[src/rtl/rrm_pkg.sv]
package rrm_pkg;

  typedef enum logic [2:0] {
    ST_IDLE,
    ST_ARMED,
    ST_SIBWAIT,
    ST_COUNT,
    ST_MINSIB,
    ST_ERR
  } rrm_state_e;

  typedef enum logic [2:0] {
    EV_NONE,
    EV_OWN,
    EV_SIB,
    EV_STOP,
    EV_BAD
  } rrm_ev_e;

endpackage

[src/rtl/rrm_event_decode.sv]
module rrm_event_decode
  import rrm_pkg::*;
(
  input  logic    own_i,
  input  logic    sib_i,
  input  logic    stop_i,
  input  logic    early_i,
  input  logic    forbid_i,
  output rrm_ev_e ev_o
);

  // fixed priority if the one-name-per-cycle rule is broken
  always_comb begin
    if (early_i || forbid_i) ev_o = EV_BAD;
    else if (stop_i)         ev_o = EV_STOP;
    else if (sib_i)          ev_o = EV_SIB;
    else if (own_i)          ev_o = EV_OWN;
    else                     ev_o = EV_NONE;
  end

endmodule

[src/rtl/rrm_counter.sv]
module rrm_counter #(
  parameter int MIN_CNT = 2,
  parameter int MAX_CNT = 5,
  localparam int CNT_W  = $clog2(MAX_CNT + 1)
) (
  input  logic clk_i,
  input  logic rst_ni,
  input  logic clr_i,
  input  logic set1_i,
  input  logic inc_i,
  output logic min_met_o,
  output logic at_max_o
);

  logic [CNT_W-1:0] cnt_q;

  always_ff @(posedge clk_i or negedge rst_ni) begin
    if (!rst_ni)     cnt_q <= '0;
    else if (clr_i)  cnt_q <= '0;
    else if (set1_i) cnt_q <= CNT_W'(1);
    else if (inc_i)  cnt_q <= cnt_q + CNT_W'(1);
  end

  assign min_met_o = (cnt_q >= CNT_W'(MIN_CNT));
  assign at_max_o  = (cnt_q == CNT_W'(MAX_CNT));

  p_cnt_bound_r3: assert property (@(posedge clk_i) disable iff (!rst_ni)
    cnt_q <= CNT_W'(MAX_CNT));

  p_inc_guard_r3: assert property (@(posedge clk_i) disable iff (!rst_ni)
    inc_i |-> !at_max_o);

  p_inc_step_r3: assert property (@(posedge clk_i) disable iff (!rst_ni)
    (inc_i && !clr_i && !set1_i) |=> cnt_q == $past(cnt_q) + CNT_W'(1));

  p_ctrl_excl_r2: assert property (@(posedge clk_i) disable iff (!rst_ni)
    $onehot0({clr_i, set1_i, inc_i}));

endmodule

[src/rtl/rrm_fsm.sv]
module rrm_fsm
  import rrm_pkg::*;
#(
  parameter bit DISJ = 1'b1
) (
  input  logic    clk_i,
  input  logic    rst_ni,
  input  logic    start_i,
  input  rrm_ev_e ev_i,
  input  logic    min_met_i,
  input  logic    at_max_i,
  output logic    clr_o,
  output logic    set1_o,
  output logic    inc_o,
  output logic    ok_o,
  output logic    nok_o,
  output logic    err_o,
  output logic    err_flag_o
);

  rrm_state_e state_q, state_d;
  logic       ok_d, nok_d, err_d;
  logic       skip_ok;

  // parent semantics picks the outcome of a stop before the first own event
  generate
    if (DISJ) begin : g_disj
      assign skip_ok = 1'b1;
    end else begin : g_conj
      assign skip_ok = 1'b0;
    end
  endgenerate

  always_comb begin
    state_d = state_q;
    clr_o   = 1'b0;
    set1_o  = 1'b0;
    inc_o   = 1'b0;
    ok_d    = 1'b0;
    nok_d   = 1'b0;
    unique case (state_q)
      ST_IDLE: begin
        if (start_i) begin
          if (ev_i == EV_OWN) begin
            state_d = ST_COUNT;
            set1_o  = 1'b1;
          end else if (ev_i == EV_SIB) begin
            state_d = ST_SIBWAIT;
            clr_o   = 1'b1;
          end else begin
            state_d = ST_ARMED;
            clr_o   = 1'b1;
          end
        end
      end
      ST_ARMED, ST_SIBWAIT: begin
        unique case (ev_i)
          EV_BAD:  state_d = ST_ERR;
          EV_STOP: begin
            if (skip_ok) begin
              state_d = ST_IDLE;
              nok_d   = 1'b1;
            end else begin
              state_d = ST_ERR;
            end
          end
          EV_SIB:  state_d = ST_SIBWAIT;
          EV_OWN: begin
            state_d = ST_COUNT;
            set1_o  = 1'b1;
          end
          default: ;
        endcase
      end
      ST_COUNT: begin
        unique case (ev_i)
          EV_BAD:  state_d = ST_ERR;
          EV_STOP: begin
            if (min_met_i) begin
              state_d = ST_IDLE;
              ok_d    = 1'b1;
            end else begin
              state_d = ST_ERR;
            end
          end
          EV_SIB:  state_d = min_met_i ? ST_MINSIB : ST_ERR;
          EV_OWN: begin
            if (at_max_i) state_d = ST_ERR;
            else          inc_o   = 1'b1;
          end
          default: ;
        endcase
      end
      ST_MINSIB: begin
        unique case (ev_i)
          EV_BAD, EV_OWN: state_d = ST_ERR;
          EV_STOP: begin
            state_d = ST_IDLE;
            ok_d    = 1'b1;
          end
          default: ;
        endcase
      end
      default: state_d = ST_ERR;
    endcase
    err_d = (state_d == ST_ERR) && (state_q != ST_ERR);
  end

  always_ff @(posedge clk_i or negedge rst_ni) begin
    if (!rst_ni) begin
      state_q <= ST_IDLE;
      ok_o    <= 1'b0;
      nok_o   <= 1'b0;
      err_o   <= 1'b0;
    end else begin
      state_q <= state_d;
      ok_o    <= ok_d;
      nok_o   <= nok_d;
      err_o   <= err_d;
    end
  end

  assign err_flag_o = (state_q == ST_ERR);

  p_one_verdict_r9: assert property (@(posedge clk_i) disable iff (!rst_ni)
    $onehot0({ok_o, nok_o, err_o}));

  p_err_pulse_r9: assert property (@(posedge clk_i) disable iff (!rst_ni)
    err_o |=> !err_o);

  p_err_sticky_r8: assert property (@(posedge clk_i) disable iff (!rst_ni)
    err_flag_o |=> (err_flag_o && !ok_o && !nok_o));

  p_err_with_flag_r8: assert property (@(posedge clk_i) disable iff (!rst_ni)
    err_o |-> err_flag_o);

  p_short_stop_r4: assert property (@(posedge clk_i) disable iff (!rst_ni)
    (state_q == ST_COUNT && ev_i == EV_STOP && !min_met_i) |=> err_o);

  p_ok_needs_min_r4: assert property (@(posedge clk_i) disable iff (!rst_ni)
    (ok_d) |-> min_met_i);

  p_nok_from_wait_r7: assert property (@(posedge clk_i) disable iff (!rst_ni)
    (nok_d) |-> (state_q == ST_ARMED || state_q == ST_SIBWAIT));

  p_idle_quiet_r6: assert property (@(posedge clk_i) disable iff (!rst_ni)
    (state_q == ST_IDLE) |=> !(ok_o || nok_o || err_o));

  p_bad_errs_r6: assert property (@(posedge clk_i) disable iff (!rst_ni)
    (state_q != ST_IDLE && state_q != ST_ERR && ev_i == EV_BAD) |=> err_o);

endmodule

[src/rtl/bounded_range_monitor.sv]
module bounded_range_monitor
  import rrm_pkg::*;
#(
  parameter int MIN_CNT = 2,
  parameter int MAX_CNT = 5,
  parameter bit DISJ    = 1'b1
) (
  input  logic clk_i,
  input  logic rst_ni,
  input  logic start_i,
  input  logic own_i,
  input  logic sib_i,
  input  logic stop_i,
  input  logic early_i,
  input  logic forbid_i,
  output logic ok_o,
  output logic nok_o,
  output logic err_o,
  output logic err_flag_o
);

  rrm_ev_e ev;
  logic    clr, set1, inc, min_met, at_max;

  rrm_event_decode u_decode (
    .own_i    (own_i),
    .sib_i    (sib_i),
    .stop_i   (stop_i),
    .early_i  (early_i),
    .forbid_i (forbid_i),
    .ev_o     (ev)
  );

  rrm_counter #(
    .MIN_CNT (MIN_CNT),
    .MAX_CNT (MAX_CNT)
  ) u_counter (
    .clk_i     (clk_i),
    .rst_ni    (rst_ni),
    .clr_i     (clr),
    .set1_i    (set1),
    .inc_i     (inc),
    .min_met_o (min_met),
    .at_max_o  (at_max)
  );

  rrm_fsm #(
    .DISJ (DISJ)
  ) u_fsm (
    .clk_i      (clk_i),
    .rst_ni     (rst_ni),
    .start_i    (start_i),
    .ev_i       (ev),
    .min_met_i  (min_met),
    .at_max_i   (at_max),
    .clr_o      (clr),
    .set1_o     (set1),
    .inc_o      (inc),
    .ok_o       (ok_o),
    .nok_o      (nok_o),
    .err_o      (err_o),
    .err_flag_o (err_flag_o)
  );

endmodule

[config.mk]
export PLATFORM = sky130hd
export DESIGN_NAME = bounded_range_monitor
export DESIGN_NICKNAME = d
export VERILOG_FILES = /design/src/rtl/rrm_pkg.sv /design/src/rtl/rrm_event_decode.sv /design/src/rtl/rrm_counter.sv /design/src/rtl/rrm_fsm.sv /design/src/rtl/bounded_range_monitor.sv
export SDC_FILE = /design/constraint.sdc
export NUM_CORES = 1
export LEC_CHECK = 0
export BUFFER_PORTS_ARGS = -buffer_cell sky130_fd_sc_hd__clkbuf_2
export CORE_MARGIN = 4
export CORE_UTILIZATION = 45
export DETAILED_ROUTE_END_ITERATION = 16
export GPL_TIMING_DRIVEN = 1
export HOLD_SLACK_MARGIN = 0.03
export PLACE_DENSITY = 0.75
export SLEW_MARGIN = 20
export SYNTH_ARGS = -nofsm -noshare
export SYNTH_HDL_FRONTEND = slang
export SYNTH_HIERARCHICAL = 1
export SYNTH_SLANG_ARGS = --single-unit
[constraint.sdc]
create_clock -name clk_i -period 1.8 [get_ports clk_i]
set_input_delay 0.09 -clock clk_i [delete_from_list [all_inputs] [get_ports clk_i]]
set_output_delay 0.09 -clock clk_i [all_outputs]
set_load 0.05 [all_outputs]
==> results by group, run 1 <==
Logic synthesis
  – Sequential share of the synthesized area: 0.288
  – Synthesized area: roughly 780 um^2
  – Top cell type's share of synthesized area: 0.288
  – Syn_area_per_cell: around 8.3 um^2
  – Post-synth EDFFs: 0
  – Yosys warning count: 6
  – Post-synth net total: roughly 100
  – Synthesized flop and latch total: 9
  – Asr flop ratio synth: 1.00
  – Cells after Synth: 94
  – Most area-consuming cells after synthesis: dfrtp_1 29%, nor2_1 4.3%, a21oi_1 3.8%
  – Ys flop type: dfrtp_1
  – Dominant cell type by area after synthesis: dfrtp_1
  – Unique cell type count in the Yosys netlist: 44

Setup path
  – CP required: 1.95 ns
  – Slowest-stage cell, CP: nor4b_2
  – Family with the most delay on the worst path: simple AND/OR/NAND/NOR gates
  – Sum of buffers and inverters on the critical path: 0
  – Worst path cell trace: nor4b_2 -> and2_1 -> or2_1 -> a21oi_1
  – CP Data Arrival Time: 1.72 ns
  – Delay of the slowest cell on the worst path: roughly 0.54 ns
  – Worst Setup Start Kind: flop
  – Worst setup EP type: flop
  – Crit Path Category: reg -> reg
  – Critical path peak fanout: 12

STA
  – Slew headroom: 0.665
  – Setup Total Neg Slack: 0 ns
  – Final hold viol count: 0
  – Worst hold margin: 0.228 ns
  – Final setup violation count: 0
  – RSZ-0062 raised after global routing: no
  – Worst Max-Slew Pin Slew: 0.490 ns
  – Crit share post-route: 0.877
  – Final Skew: 0.00134 ns
  – Final Critical Period: about 1.6 ns
  – Final Max Slew Viols: 0
  – Max Clock Freq: about 630 MHz

Min path
  – HP Class: in -> async

Floorplan
  – Core box area: 1580 um^2
  – Cell row count: 14
  – I/O pin count: 12
  – Die height: 49.7 um
  – Die area: 2470 um^2
  – Die Width: 49.7 um
  – Initial Util: 0.497

Finish
  – Layout area overhead: 17.1%
  – Ant diodes: 0
  – Most frequent cells in the layout: 11 x clkbuf_2, 9 x buf_4, 9 x nor2_1, 9 x dfrtp_1
  – Non-Filler Instances: 128
  – Total Nets Final: 123
  – Commonest non-fill, non-tap cell in the layout: clkbuf_2
  – Final Cell Area: 917 um^2
  – Fraction of layout cells with a size suffix above 1: 0.295

GRT
  – Initial antenna violation count: 0
  – Grt ovf: 0
  – GRT Util Overall: 0.171
  – Largest net degree at the start of global routing: 15
  – First-pass GRT wire length: 3310 um
  – Number of global-route vias before repair: 767

Placement
  – Placed Cells: around 120
  – Placer Congestion: 0.895
  – Hpwl dp: 1430 um
  – Placed inst area: 881 um^2
  – IO Port Bufs: 11

Detailed routing
  – Via density: approximately 6.0
  – Residual DRC: 0
  – Routed WL: 1850 um
  – DR vias: 773
  – First-pass detailed-route iteration total: 4
  – DRT antenna net count: 0
  – First DRT Iteration DRCs: 16
  – WL per Instance: between 10 and 15 um

CTS
  – Worst-path clk slew: 0.06 ns
  – Num CTS Buffers: 3
  – Root Buffer: clkbuf_4
  – Hold buffer count at CTS: 1
  – Clk sinks: 9
  – TritonCTS clock tree: built
  – Post CTS Setup Buffer Count: 0
  – Post_cts resized: 0
  – Worst-skew pair later-pin latency: 0.26 ns
  – Clock buffer depth: 2
  – # H-tree levels: 1

Power
  – Pleak: between 0.3 and 0.4 nW
  – Pwr dens: 505 nW/um^2
  – Peak VDD IR: 426 uV

Job
  – # Max-Cap Violations: 0

Run status
  – Outcome: finished clean
[stage by stage]
step	utilization	total power [mW]	worst slack (ns)
final	0.582	0.463	0.221
after floorplan	-	0.278	0.275
after detailed placement	0.559	0.309	0.124
after global placement	0.559	0.305	0.157
after CTS	0.582	0.471	0.231
after global routing	0.582	0.507	0.0661
[worst register-to-register path, stage by stage (launching register included)]
cell,delay (ns)
dfrtp_1,0.51
nor4b_2,0.54
and2_1,0.22
or2_1,0.15
a21oi_1,0.05
[synthesized netlist by cell type (3+ instances only)]
cell type,n
nand3_1,3
and3b_1,3
inv_1,6
o21ai_0,5
and2_1,3
nor2_1,9
dfrtp_1,9
nor2b_1,4
a21oi_1,6
buf_2,3
nand2_1,5
[sequential cells by signal (all words and copies together), names as in the netlist]
| register | flops |
|---|---|
| u_fsm/err_o | 1 |
| u_fsm/state_q | 3 |
| u_fsm/nok_o | 1 |
| u_counter/cnt_q | 3 |
| u_fsm/ok_o | 1 |
[final cells by class]
cell class              count  area (um^2)
fillers                   160          659
multi-input cells          72          490
well taps                  16         20.0
flip-flops and latches      9          225
clock buffers               4         26.3
repair buffers             21          133
inverters                   6         22.5
[power by group]
group	internal [mW]	switching, mW
registers	0.208	0.00862
logic	0.0391	0.0510
clock network	0.0855	0.0706
[kinds of logic (layout without fill, tap and decap cells)]
family | count (synthesis) | count (layout) | share of synthesized area
AND/OR/NAND/NOR | 41 | 41 | 0.313
buffers and inverters | 13 | 31 | 0.0862
adder cells (fa/ha/maj) | 2 | 2 | 0.0319
AO/OA/AOI/OAI | 27 | 27 | 0.249
flip-flops | 9 | 9 | 0.288
XOR/XNOR | 2 | 2 | 0.0320
[per-layer routing]
| layer | routed length (um) | vias up | GRT usage |
|---|---|---|---|
| met5 | 0 | - | 0 |
| met3 | 173 | 4 | 0.0512 |
| li1 | - | 369 | - |
| met2 | 934 | 35 | 0.297 |
| met1 | 722 | 365 | 0.196 |
| met4 | 22 | 0 | 0.0599 |
[path summary, 6_finish.rpt]
kind,from,end,slack [ns],cells after the start
max in group asynchronous,rst_ni,u_counter/cnt_q[0]$_DFFE_PN0P_,1.37,2
min in group clk_i,start_i,u_counter/cnt_q[0]$_DFFE_PN0P_,0.27,5
hold / removal,rst_ni,u_counter/cnt_q[1]$_DFFE_PN0P_,0.23,2
setup reg to reg,u_fsm/state_q[1]$_DFF_PN0_,u_counter/cnt_q[2]$_DFFE_PN0P_,0.22,4
setup / recovery,u_fsm/state_q[1]$_DFF_PN0_,u_counter/cnt_q[2]$_DFFE_PN0P_,0.22,4
hold reg to reg,u_counter/cnt_q[2]$_DFFE_PN0P_,u_counter/cnt_q[2]$_DFFE_PN0P_,0.59,2
Note: power is estimated with default switching activity, not from simulation.
==> run 2, diff against run 1 <==
--- a/config.mk
+++ b/config.mk
@@ -5,6 +5,7 @@
 export SDC_FILE = /design/constraint.sdc
 export NUM_CORES = 1
 export LEC_CHECK = 0
+export ABC_AREA = 1
 export BUFFER_PORTS_ARGS = -buffer_cell sky130_fd_sc_hd__clkbuf_2
 export CORE_MARGIN = 4
 export CORE_UTILIZATION = 45
==> results by group, run 2 <==
Logic synthesis
  – Synth top cells by count: 26 x nand2_1, 20 x inv_1, 13 x nor2_1
  – Asr flop ratio synth: 1.00
  – Dominant cell type by area after synthesis: dfrtp_1
  – Sequential share of the synthesized area: 0.319
  – Top cell type's share of synthesized area: 0.319
  – Synthesized flop and latch total: 9
  – Ys flop type: dfrtp_1
  – Count leader, synth: nand2_1
  – Most area-consuming cells after synthesis: dfrtp_1 32%, nand2_1 14%, inv_1 11%
  – Post-synth net total: 120
  – Post-synth EDFFs: 0
  – Cells after Synth: 110
  – Yosys warning count: 6
  – Synthesized area: 707 um^2
  – Syn_area_per_cell: 6.43 um^2
  – Unique cell type count in the Yosys netlist: 18

STA
  – Final setup violation count: 0
  – Worst Max-Slew Pin Slew: between 0.3 and 0.4 ns
  – Final Critical Period: 1.50 ns
  – Setup Total Neg Slack: 0 ns
  – Slew headroom: 0.740
  – Final Skew: between 0.005 and 0.006 ns
  – RSZ-0062 raised after global routing: no
  – Final Max Slew Viols: 0
  – Worst hold margin: 0.217 ns
  – Max Clock Freq: 667 MHz
  – Final hold viol count: 0
  – Crit share post-route: 0.833

Setup path
  – Worst reg2reg path startpoint: u_fsm/state_q[2]$_DFF_PN0_
  – CP Data Arrival Time: 1.69 ns
  – Slowest-stage cell, CP: dfrtp_1
  – Worst setup endpoint: u_counter/cnt_q[0]$_DFFE_PN0P_
  – Critical path peak fanout: 8
  – Family with the most delay on the worst path: simple AND/OR/NAND/NOR gates
  – Critical path depth: 9
  – Crit Path Category: reg -> reg
  – Reg2Reg Setup Slack: 0.30 ns
  – Worst setup EP type: flop
  – Delay of the slowest cell on the worst path: ~0.38 ns
  – Worst path cell trace: inv_1 -> nand2_1 -> nor2_1 -> inv_1 -> a21oi_1 -> inv_1 -> a21oi_1 -> nand2_1 -> nand2_1
  – Sum of buffers and inverters on the critical path: 3
  – CP Launch Point: u_fsm/state_q[2]$_DFF_PN0_
  – FF-to-FF End: u_counter/cnt_q[0]$_DFFE_PN0P_
  – Worst Setup Start Kind: flop
  – R2r worst-path depth: 9
  – CP required: 2.00 ns

Floorplan
  – Initial Util: 0.475
  – I/O pin count: 12
  – Die height: 47.6 um
  – Die Width: 47.6 um
  – Die area: around 2300 um^2
  – Core box area: 1490 um^2
  – Cell row count: 14

Detailed routing
  – First DRT Iteration DRCs: 31
  – WL per Instance: 10.1 um
  – DR vias: 689
  – Via density: 4.78
  – DRT antenna net count: 0
  – Routed WL: 1450 um
  – Residual DRC: 0
  – First-pass detailed-route iteration total: 4

CTS
  – # H-tree levels: 1
  – Worst-skew pair later-pin latency: 0.26 ns
  – Post CTS Setup Buffer Count: 0
  – TritonCTS clock tree: built
  – Num CTS Buffers: 3
  – Root Buffer: clkbuf_4
  – Clock buffer depth: 2
  – Clk sinks: 9
  – Worst-path clk slew: 0.06 ns

Finish
  – Total Nets Final: 139
  – Most frequent cells in the layout: 26 x nand2_1, 20 x inv_1, 13 x nor2_1
  – Fraction of layout cells with a size suffix above 1: 0.273
  – Final Cell Area: 838 um^2
  – Register area: 225 um^2
  – Commonest non-fill, non-tap cell in the layout: nand2_1
  – Ant diodes: 0
  – Biggest regs: u_counter/cnt_q: 3 flops, u_fsm/state_q: 3 flops
  – Non-Filler Instances: 144
  – Layout area overhead: 18.6%
  – Filler instances: 142
  – Footprint of the multi-input gates: 404 um^2

GRT
  – Initial antenna violation count: 0
  – Largest net degree at the start of global routing: 10
  – First-pass GRT wire length: roughly 2400 um
  – GRT Util Overall: 0.149
  – Number of global-route vias before repair: 621
  – Grt ovf: 0

Placement
  – IO Port Bufs: 11
  – Placed Cells: 139
  – Placed inst area: 802 um^2
  – Placer Congestion: approximately 0.97
  – Hpwl dp: 1190 um

Power
  – Pwr dens: slightly above 800 nW/um^2
  – Tot Pwr: ~0.69 mW
  – Peak VDD IR: 564 uV
  – Pleak: 0.477 nW

Job
  – # Max-Cap Violations: 0

Run status
  – Outcome: finished clean

Min path
  – HP Class: in -> async
run 2: report_power, final:
group	switching (mW)	internal, mW
sequential	0.0229	0.230
clock	0.0689	0.0853
combinational	0.194	0.0883
total	0.285	0.404
run 2: layout make-up:
| class | instances | area share |
|---|---|---|
| Tap cell | 16 | 0.0239 |
| Multi-Input combinational cell | 79 | 0.482 |
| Timing Repair Buffer | 14 | 0.0955 |
| Clock buffer | 4 | 0.0313 |
| Sequential cell | 9 | 0.269 |
| Inverter | 22 | 0.0985 |
run 2: kinds of logic (layout without fill, tap and decap cells):
kind of cell               Yosys count  after routing  synth area share
buffers and inverters               22             40             0.117
DFF                                  9              9             0.319
adders and majority gates            2              2            0.0354
and+or+nand+nor                     66             66             0.442
AOI/OAI and AO/OA                   11             11            0.0867
run 2: worst min path at each step:
| stage | end | slack, ns |
|---|---|---|
| 6_report | u_fsm/state_q[0]$_DFF_PN0_ | 0.22 |
| 5_1_grt | u_counter/cnt_q[0]$_DFFE_PN0P_ | 0.23 |
| 4_1_cts | u_fsm/nok_o$_DFF_PN0_ | 0.21 |
| 3_5_place_dp | u_fsm/nok_o$_DFF_PN0_ | -0.04 |
| 3_3_place_gp | u_fsm/nok_o$_DFF_PN0_ | -0.05 |
| 2_1_floorplan | u_counter/cnt_q[0]$_DFFE_PN0P_ | -0.21 |
run 2: per-stage QoR:
stage           util  setup slack [ns]
6_report       0.563             0.301
3_3_place_gp   0.539             0.286
3_5_place_dp   0.539             0.242
5_1_grt        0.563             0.117
2_1_floorplan      -             0.312
4_1_cts        0.563             0.327
run 2: timing repair:
| action | 4_1_cts | 5_1_grt |
|---|---|---|
| hold endpoints to repair | 9 | 0 |
| endpoints found under the setup margin | 0 | 0 |
| resized for setup | 0 | 0 |
| hold buffers | 1 | 0 |
run 2: per-layer routing:
layer | vias to the layer above | track usage | wire (um)
met4 | 0 | 0.0484 | 0
met5 | - | 0 | 0
met1 | 296 | 0.174 | 661
met2 | 20 | 0.249 | 708
li1 | 373 | - | -
met3 | 0 | 0.0602 | 84
==> run 3, diff against run 2 <==
==> constraint.sdc (replaced) <==
create_clock -name clk_i -period 1.5 [get_ports clk_i]
set_input_delay 0.075 -clock clk_i [delete_from_list [all_inputs] [get_ports clk_i]]
set_output_delay 0.075 -clock clk_i [all_outputs]
set_load 0.05 [all_outputs]
==> results by group, run 3 (synthesis gave the netlist of run 2 again) <==
Run status
  – Outcome: finished clean

Power
  – Pwr dens: 984 nW/um^2
  – Peak VDD IR: between 400 and 500 uV
  – Tot Pwr: 0.862 mW
  – Pleak: 0.487 nW

CTS
  – Worst-path clk slew: about 0.060 ns
  – Num CTS Buffers: 3
  – # H-tree levels: 1
  – Root Buffer: clkbuf_4
  – Clock buffer depth: 2
  – Clk sinks: 9
  – Worst-skew pair later-pin latency: 0.26 ns
  – TritonCTS clock tree: built

STA
  – Final Max Slew Viols: 0
  – Worst Max-Slew Pin Slew: 0.276 ns
  – Max Clock Freq: just over 700 MHz
  – Crit share post-route: 0.928
  – Final Skew: 0.00427 ns
  – Slew headroom: 0.817
  – Final Critical Period: roughly 1.4 ns
  – Final hold viol count: 0
  – Final setup violation count: 0

Detailed routing
  – First-pass detailed-route iteration total: 5
  – DR vias: approximately 740
  – WL per Instance: 11.0 um
  – Residual DRC: 0
  – First DRT Iteration DRCs: 19
  – Via density: 5.02
  – DRT antenna net count: 0
  – Routed WL: 1620 um

Placement
  – Hpwl dp: 1240 um
  – Placer Congestion: 0.941
  – Placed inst area: 817 um^2
  – IO Port Bufs: 11

Setup path
  – CP required: 1.70 ns
  – Worst Setup Start Kind: flop
  – Crit Path Category: reg -> reg
  – Worst setup EP type: flop
  – Reg2Reg Setup Slack: 0.11 ns
  – Critical path peak fanout: 4
  – CP Data Arrival Time: 1.59 ns

GRT
  – Grt ovf: 0
  – Initial antenna violation count: 0
  – Largest net degree at the start of global routing: 10
  – First-pass GRT wire length: ~2700 um
  – Number of global-route vias before repair: 694
  – GRT Util Overall: 0.172

Finish
  – Total Nets Final: about 140
  – Filler instances: 134
  – Fraction of layout cells with a size suffix above 1: 0.344
  – Final Cell Area: roughly 900 um^2
  – Most frequent cells in the layout: 26 x nand2_1, 17 x inv_1, 12 x nor2_1
  – Commonest non-fill, non-tap cell in the layout: nand2_1
  – Biggest regs: u_counter/cnt_q: 3 flops, u_fsm/state_q: 3 flops
  – Layout area overhead: 23.9%
  – Ant diodes: 0

Job
  – # Max-Cap Violations: 0

Floorplan
  – Die height: about 48 um
  – Initial Util: 0.475
  – Die Width: 47.6 um
  – Cell row count: 14
  – I/O pin count: 12
  – Die area: 2270 um^2
  – Core box area: 1490 um^2

Min path
  – HP Class: in -> async
run 3: repair_timing:
item	CTS	global route
gates resized for setup	0	8
hold buffers	1	0
endpoints found under the setup margin	0	5
setup buffers	0	1
endpoints found under the hold margin	9	0
run 3: cell type report:
type	count	area (um^2)	area share
Clock buffer	4	26.3	0.0300
Timing Repair Buffer	17	103	0.117
Multi-Input combinational cell	79	418	0.477
Tap cell	16	20.0	0.0229
Inverter	22	82.6	0.0943
Sequential cell	9	226	0.259
run 3: power by group:
group	leakage [nW]	internal [mW]	switching, mW
Combinational	0.363	0.126	0.244
Sequential	0.109	0.276	0.0326
Clock	0.0150	0.102	0.0811
Total	0.487	0.505	0.357
run 3: final timing paths:
| kind | cells past startpoint | from | end |
|---|---|---|---|
| setup / recovery | 9 | u_fsm/state_q[1]$_DFF_PN0_ | u_counter/cnt_q[0]$_DFFE_PN0P_ |
| hold / removal | 2 | rst_ni | u_counter/cnt_q[1]$_DFFE_PN0P_ |
| setup reg to reg | 9 | u_fsm/state_q[1]$_DFF_PN0_ | u_counter/cnt_q[0]$_DFFE_PN0P_ |
| hold reg to reg | 2 | u_counter/cnt_q[1]$_DFFE_PN0P_ | u_counter/cnt_q[1]$_DFFE_PN0P_ |
| max in group asynchronous | 2 | rst_ni | u_fsm/state_q[1]$_DFF_PN0_ |
| min in group clk_i | 5 | start_i | u_fsm/state_q[1]$_DFF_PN0_ |
run 3: metal layers:
metal  track usage  wire length (um)  up-vias
li1              -                 -      375
met1         0.186               656      346
met2         0.307               889       15
met3        0.0639                65        2
met4        0.0591                10        0
met5             0                 0        -
run 3: critical path: stages (launching register included):
cell and delay, ns:
dfrtp_2 0.44, nor2_4 0.15, inv_2 0.07, nor2_2 0.13, inv_1 0.09, a21oi_2 0.18
inv_1 0.06, a21oi_1 0.11, nand2_1 0.06, nand2_1 0.05
run 3: through the flow:
step           hold WS [ns]  cells  setup TNS (ns)  setup WS [ns]  utilization
6_report              0.204    147               0          0.108        0.588
3_5_place_dp        -0.0537    141               0         0.0255        0.549
4_1_cts               0.201    146               0         0.0128        0.573
3_3_place_gp        -0.0616    141               0         0.0996        0.549
2_1_floorplan        -0.221    110               0         0.0119            -
5_1_grt               0.218    147         -0.0194        -0.0194        0.588
